### src/rtl/tpk_pkg.sv
// Package: shared constants and helpers of the trace sample packer.
// Assumes a 32-bit trace RAM word and 3-bit pipeline status.
package tpk_pkg;
    localparam int WORD_W = 32;
    localparam int STAT_W = 3;
    localparam int PKT_W  = 16;
    localparam int NMODE  = 3;

    typedef enum logic [1:0] {
        PW_4   = 2'b00,
        PW_8   = 2'b01,
        PW_16  = 2'b10,
        PW_16B = 2'b11
    } port_w_e;

    // Number of samples that fit in one word for a width code.
    function automatic logic [1:0] slots_for(input logic [1:0] code);
        case (code)
            PW_4:    slots_for = 2'd3;
            PW_8:    slots_for = 2'd2;
            default: slots_for = 2'd1;
        endcase
    endfunction

    // Layout variant index (0: 4-bit, 1: 8-bit, 2: 16-bit) for a width code.
    function automatic int unsigned variant_for(input logic [1:0] code);
        case (code)
            PW_4:    variant_for = 0;
            PW_8:    variant_for = 1;
            default: variant_for = 2;
        endcase
    endfunction
endpackage

### src/rtl/tpk_slot_fmt.sv
// Slot formatter: turns one sample into its bit field, already shifted to
// the given slot position of a word, for the given width code.
// Assumes slot_idx is below the slot count of the mode; purely combinational.
module tpk_slot_fmt
    import tpk_pkg::*;
#(
    parameter logic [STAT_W-1:0] TRIG_CODE = 3'b110
) (
    input  logic [1:0]        mode,
    input  logic [1:0]        slot_idx,
    input  logic [STAT_W-1:0] stat,
    input  logic [PKT_W-1:0]  pkt,
    input  logic              sync,
    input  logic              trig,
    output logic [WORD_W-1:0] slot_word
);
    logic [STAT_W-1:0] stat_eff;
    logic [PKT_W-1:0]  pkt_eff;
    logic [WORD_W-1:0] cand [NMODE];

    // Trigger re-encoding: trigger code in status, real status into packet.
    always_comb begin
        stat_eff = trig ? TRIG_CODE : stat;
        pkt_eff  = trig ? {pkt[PKT_W-1:STAT_W], stat} : pkt;
    end

    // One layout variant per port width; packet width doubles each step.
    for (genvar m = 0; m < NMODE; m++) begin : g_variant
        localparam int PW   = 4 << m;
        localparam int SPAN = PW + STAT_W + 1;
        logic [SPAN-1:0] fld;

        // Field of one sample: sync on top, packet, status at the bottom.
        always_comb begin
            fld     = {sync, pkt_eff[PW-1:0], stat_eff};
            cand[m] = WORD_W'(fld) << (32'(slot_idx) * SPAN);
        end
    end

    // Pick the variant that the width code selects.
    always_comb slot_word = cand[variant_for(mode)];
endmodule

### src/rtl/tpk_accum.sv
// Word accumulator: gathers formatted slots into a word, writes the word
// when its last slot fills or on a flush, and latches the width at the
// first slot of each word. Assumes slot_word arrives already positioned.
module tpk_accum
    import tpk_pkg::*;
(
    input  logic              clk,
    input  logic              rst_n,
    input  logic [1:0]        cfg_mode,
    input  logic              in_valid,
    input  logic              flush,
    input  logic [WORD_W-1:0] slot_word,
    output logic [1:0]        eff_mode,
    output logic [1:0]        slot_idx,
    output logic              word_we,
    output logic [WORD_W-1:0] word_data
);
    logic [1:0]        cnt;
    logic [1:0]        mode_q;
    logic [WORD_W-1:0] acc;
    logic [1:0]        n_slots;
    logic              last_slot;
    logic [WORD_W-1:0] merged;

    // Width follows the config only while no slot is filled.
    always_comb begin
        eff_mode  = (cnt == 2'd0) ? cfg_mode : mode_q;
        slot_idx  = cnt;
        n_slots   = slots_for(eff_mode);
        last_slot = (cnt == n_slots - 2'd1);
        merged    = acc | slot_word;
    end

    // Fill state, width latch and word output register.
    always_ff @(posedge clk) begin
        if (!rst_n) begin
            cnt       <= '0;
            mode_q    <= '0;
            acc       <= '0;
            word_we   <= 1'b0;
            word_data <= '0;
        end else begin
            word_we <= 1'b0;
            if (in_valid) begin
                if (last_slot || flush) begin
                    word_data <= merged;
                    word_we   <= 1'b1;
                    acc       <= '0;
                    cnt       <= '0;
                end else begin
                    acc    <= merged;
                    cnt    <= cnt + 2'd1;
                    mode_q <= eff_mode;
                end
            end else if (flush && cnt != 2'd0) begin
                word_data <= acc;
                word_we   <= 1'b1;
                acc       <= '0;
                cnt       <= '0;
            end
        end
    end

    // A sample filling the last slot is followed by a write.
    assert_full_write_R7: assert property (@(posedge clk) disable iff (!rst_n)
        (in_valid && cnt == slots_for(eff_mode) - 2'd1) |=> word_we);

    // A flush with a partly filled word produces a write.
    assert_flush_write_R8: assert property (@(posedge clk) disable iff (!rst_n)
        (flush && !in_valid && cnt != 2'd0) |=> word_we);

    // A flush with nothing held produces no write.
    assert_flush_empty_R8: assert property (@(posedge clk) disable iff (!rst_n)
        (flush && !in_valid && cnt == 2'd0) |=> !word_we);

    // The latched width does not move while a word is partly filled.
    assert_mode_hold_R9: assert property (@(posedge clk) disable iff (!rst_n)
        (cnt != 2'd0) |=> (mode_q == $past(mode_q)));

    // No write without a sample or a flush in the cycle before.
    assert_idle_quiet_R10: assert property (@(posedge clk) disable iff (!rst_n)
        (!in_valid && !flush) |=> !word_we);

    // The top byte of a written word is always zero.
    assert_upper_zero_R6: assert property (@(posedge clk) disable iff (!rst_n)
        word_we |-> (word_data[WORD_W-1:24] == '0));
endmodule

### src/rtl/trace_sample_packer.sv
// Trace sample packer top: joins the slot formatter and the word
// accumulator. Assumes one sample per cycle at most and a 32-bit RAM word.
module trace_sample_packer
    import tpk_pkg::*;
#(
    parameter logic [2:0] TRIG_CODE = 3'b110
) (
    input  logic        clk,
    input  logic        rst_n,
    input  logic [1:0]  width_cfg,
    input  logic        smp_valid,
    input  logic [2:0]  smp_stat,
    input  logic [15:0] smp_pkt,
    input  logic        smp_sync,
    input  logic        smp_trig,
    input  logic        flush,
    output logic        word_we,
    output logic [31:0] word_data
);
    logic [1:0]        eff_mode;
    logic [1:0]        slot_idx;
    logic [WORD_W-1:0] slot_word;

    tpk_slot_fmt #(.TRIG_CODE(TRIG_CODE)) u_fmt (
        .mode      (eff_mode),
        .slot_idx  (slot_idx),
        .stat      (smp_stat),
        .pkt       (smp_pkt),
        .sync      (smp_sync),
        .trig      (smp_trig),
        .slot_word (slot_word)
    );

    tpk_accum u_acc (
        .clk       (clk),
        .rst_n     (rst_n),
        .cfg_mode  (width_cfg),
        .in_valid  (smp_valid),
        .flush     (flush),
        .slot_word (slot_word),
        .eff_mode  (eff_mode),
        .slot_idx  (slot_idx),
        .word_we   (word_we),
        .word_data (word_data)
    );
endmodule

### config.mk
export PLATFORM = sky130hd
export DESIGN_NAME = trace_sample_packer
export DESIGN_NICKNAME = d
export VERILOG_FILES = /design/src/rtl/tpk_pkg.sv /design/src/rtl/tpk_slot_fmt.sv /design/src/rtl/tpk_accum.sv /design/src/rtl/trace_sample_packer.sv
export SDC_FILE = /design/constraint.sdc
export NUM_CORES = 1
export LEC_CHECK = 0
export ABC_AREA = 1
export CAP_MARGIN = 40
export CORE_AREA = 2 2 90 92
export CTS_CLUSTER_SIZE = 12
export DETAILED_ROUTE_END_ITERATION = 7
export DIE_AREA = 0 0 92 94
export PLACE_DENSITY = 0.79
export RECOVER_POWER = 100
export SLEW_MARGIN = 0
export SYNTH_ARGS = -nofsm -noshare
export SYNTH_HDL_FRONTEND = slang
export SYNTH_SLANG_ARGS = --single-unit
### constraint.sdc
create_clock -name clk -period 7 [get_ports clk]
set_clock_uncertainty 0.1 [all_clocks]
set_input_delay 2.1 -clock clk [delete_from_list [all_inputs] [get_ports clk]]
set_output_delay 2.1 -clock clk [all_outputs]
set_load 0.01 [all_outputs]
==> out/qor.yml <==
critical_path_required_ns: 7.17
syn_area_um2: 4069
synth-edff-count: 0
syn_to_final_growth_pct: 18.54
rsz0062_at_grt: "false"
cts_root_buf: "clkbuf_8"
mostFrequentLayoutCell: "nand2_1"
ctsHoldBuffers: 0
grt-ovfl-total: 0
min_period_ns: 5.193
p_leak_nw: 2.410
final-hold-violation-count: 0
antenna_found_initial: 0
grt_max_degree: 83
ios: 60
startpoint_type: "flip-flop"
netlist_instances: 693
die_x_um: 92
timing.fmax_ghz: 0.1926
min_to: "u_acc.acc[3]$_SDFFE_PN0P_"
yosysSeqAreaShare_pct: 33.95
place_congestion: 0.9362
r2r_slack_ns: 1.81
drc: 0
portBuffers: 59
finalSetupViolCount: 0
async_reset_ff_share_pct: 0
drtAntennaViolNets: 0
synth_fp_nets: 723
die_area_um2: 8648
wl_um: 11720
maxSlewHeadroom_pct: 33.22
rows: 32
htree_levels: 3
clk_path_buf_depth: 2
p_comb_share_pct: 23.7
rr_startpoint: "u_acc.slot_idx[0]$_SDFFE_PN0P_"
wl_per_cell_um: 13.95
firstDrtPassIters: 5
num_antenna_cells: 0
irDropWorstVdd_mv: 0.1421
final_util_pct: 63.40
cts_sinks: 69
core_um2: 7607
cts_resized: 0
die_h_um: 94
synth.distinct_cells: 26
worstRegToRegCells: 13
worst_setup_path_end_kind: "flip-flop"
cts_tree: "built"
clock_latency_ns: 0.34
p_int_w: 0.0007271
sequentialPowerShare_pct: 40.6
final_nets: 763
start_util_pct: 53.49
clockPowerShare_pct: 35.7
drt-vias-per-instance: 5.214
yosys_warnings: 0
min_path_type: "flip-flop to flip-flop"
crit_type: "flip-flop to flip-flop"
grt_pass1_wl_um: 19730
syn_area_per_cell_um2: 5.871
power.density_nw_per_um2: 220.6
reg2reg_to: "u_acc.acc[8]$_SDFFE_PN0P_"
grt_usage_pct: 28.76
status: "completed"
synthFlopType: "dfxtp_1"
cap_violations: 0
numCtsBuffers: 9
drive_gt1_share_pct: 3.930
layout_common_cells: "nand2_1 (323), dfxtp_1 (69), a21oi_1 (67)"
drt_first_iter_violations: 345
holdPathStages: 2
slew_viol_final: 0
grt_pass1_vias: 4085
tightest_slew_ns: 0.9993
cts_setup_buffers: 0
tns_ns: 0
cp.arrival_ns: 5.37
hpwl_um: 8116
min_from: "u_acc.acc[3]$_SDFFE_PN0P_"
synth-seq-cells: 69
path_max_fanout: 28
path_clk_slew_ns: 0.08
via_count: 4380
fin_crit_sh_pct: 74.18
power.switching_w: 0.0003369
netSwitchingFraction_pct: 31.66
[per-layer routing]
metal / share of wire [%] / up-vias / track usage, %
li1: - / 2220 / -
met1: 45 / 1970 / 37.29
met2: 47 / 174 / 48.96
met3: 6.4 / 16 / 5.297
met4: 1.5 / 0 / 8.458
met5: 0 / - / 0
[synth_stat cells, types with 2 or more instances]
cell | n | area [um2]
a21oi_1 | 67 | 335.3
buf_1 | 3 | 11.26
buf_2 | 4 | 20.02
buf_4 | 9 | 67.56
buf_6 | 4 | 45.04
clkbuf_1 | 14 | 52.55
clkinv_1 | 3 | 11.26
dfxtp_1 | 69 | 1381
ha_1 | 3 | 37.54
inv_1 | 61 | 229.0
inv_2 | 5 | 18.77
nand2_1 | 321 | 1205
nand2_2 | 2 | 12.51
nand2_4 | 3 | 33.78
nand3_1 | 48 | 240.2
nand3_2 | 2 | 20.02
nand4_1 | 2 | 12.51
nor2_1 | 41 | 153.9
nor2_2 | 3 | 18.77
o21ai_0 | 20 | 100.1
o21ai_1 | 4 | 20.02
[power groups by stage]
stage / sequential [W] / combinational (W) / clock, W
6_report: 0.000432 / 0.000252 / 0.000380
4_1_cts: 0.000433 / 0.000261 / 0.000384
3_5_place_dp: 0.000442 / 0.000259 / 0
5_1_grt: 0.000436 / 0.000284 / 0.000400
2_1_floorplan: 0.000447 / 0.000164 / 0
3_3_place_gp: 0.000441 / 0.000254 / 0
[layout make-up]
cell class / instances / area [um2]
Timing Repair Buffer: 63 / 620.6
Multi-Input combinational cell: 521 / 2202
Sequential cell: 69 / 1381
Inverter: 69 / 259.0
Fill cell: 737 / 2784
Clock inverter: 5 / 81.33
Clock buffer: 11 / 151.4
Tap cell: 102 / 127.6
[per-stage QoR]
stage / total power [W] / hold slack, ns / instance area [um2] / setup WS, ns / std cells
floorplan: 0.0006113 / 0.3359 / 4069 / 3.690 / 693
global placement: 0.0006957 / 0.3446 / 4613 / 2.427 / 823
detailed placement: 0.0007008 / 0.3523 / 4621 / 2.342 / 824
CTS: 0.001078 / 0.3622 / 4853 / 2.683 / 840
global route: 0.001120 / 0.3886 / 4823 / 1.365 / 840
finish: 0.001064 / 0.3601 / 4823 / 1.807 / 840
[kinds of logic (layout without fill, tap and decap cells)]
family / after synthesis / in the layout / share of synthesized area [%]
flip-flops: 69 / 69 / 33.95
adder cells (fa/ha/maj): 3 / 3 / 0.9226
buffers and inverters: 103 / 148 / 11.19
AO/OA/AOI/OAI: 93 / 93 / 11.56
AND/OR/NAND/NOR: 425 / 425 / 42.37
[worst max path at each step]
stage,from,to,slack (ns)
floorplan,width_cfg[1],u_acc.acc[10]$_SDFFE_PN0P_,3.69
global placement,smp_valid,u_acc.word_data[4]$_SDFFE_PN0P_,2.43
detailed placement,width_cfg[1],u_acc.word_data[4]$_SDFFE_PN0P_,2.34
CTS,width_cfg[1],u_acc.word_data[4]$_SDFFE_PN0P_,2.68
global route,u_acc.slot_idx[0]$_SDFFE_PN0P_,u_acc.acc[8]$_SDFFE_PN0P_,1.37
finish,u_acc.slot_idx[0]$_SDFFE_PN0P_,u_acc.acc[8]$_SDFFE_PN0P_,1.81
[state kept, by name, indices dropped and copies added, names as in the netlist]
| signal | flops |
|---|---|
| u_acc.acc | 32 |
| u_acc.slot_idx | 2 |
| u_acc.word_data | 32 |
| u_acc.word_we | 1 |
| u_acc.mode_q | 2 |
[worst max-delay path, stage by stage, from the launching register on]
cell	delay, ns
dfxtp_1	0.87
clkinv_1	0.71
ha_1	0.49
inv_1	0.13
nand2_1	0.09
nand2_1	0.73
nand3_1	0.49
nor2_1	0.77
nand3_1	0.17
nand2_1	0.13
nand2_1	0.06
nand2_1	0.16
nand2_1	0.07
a21oi_1	0.15
(Power assumes the default switching activity.)
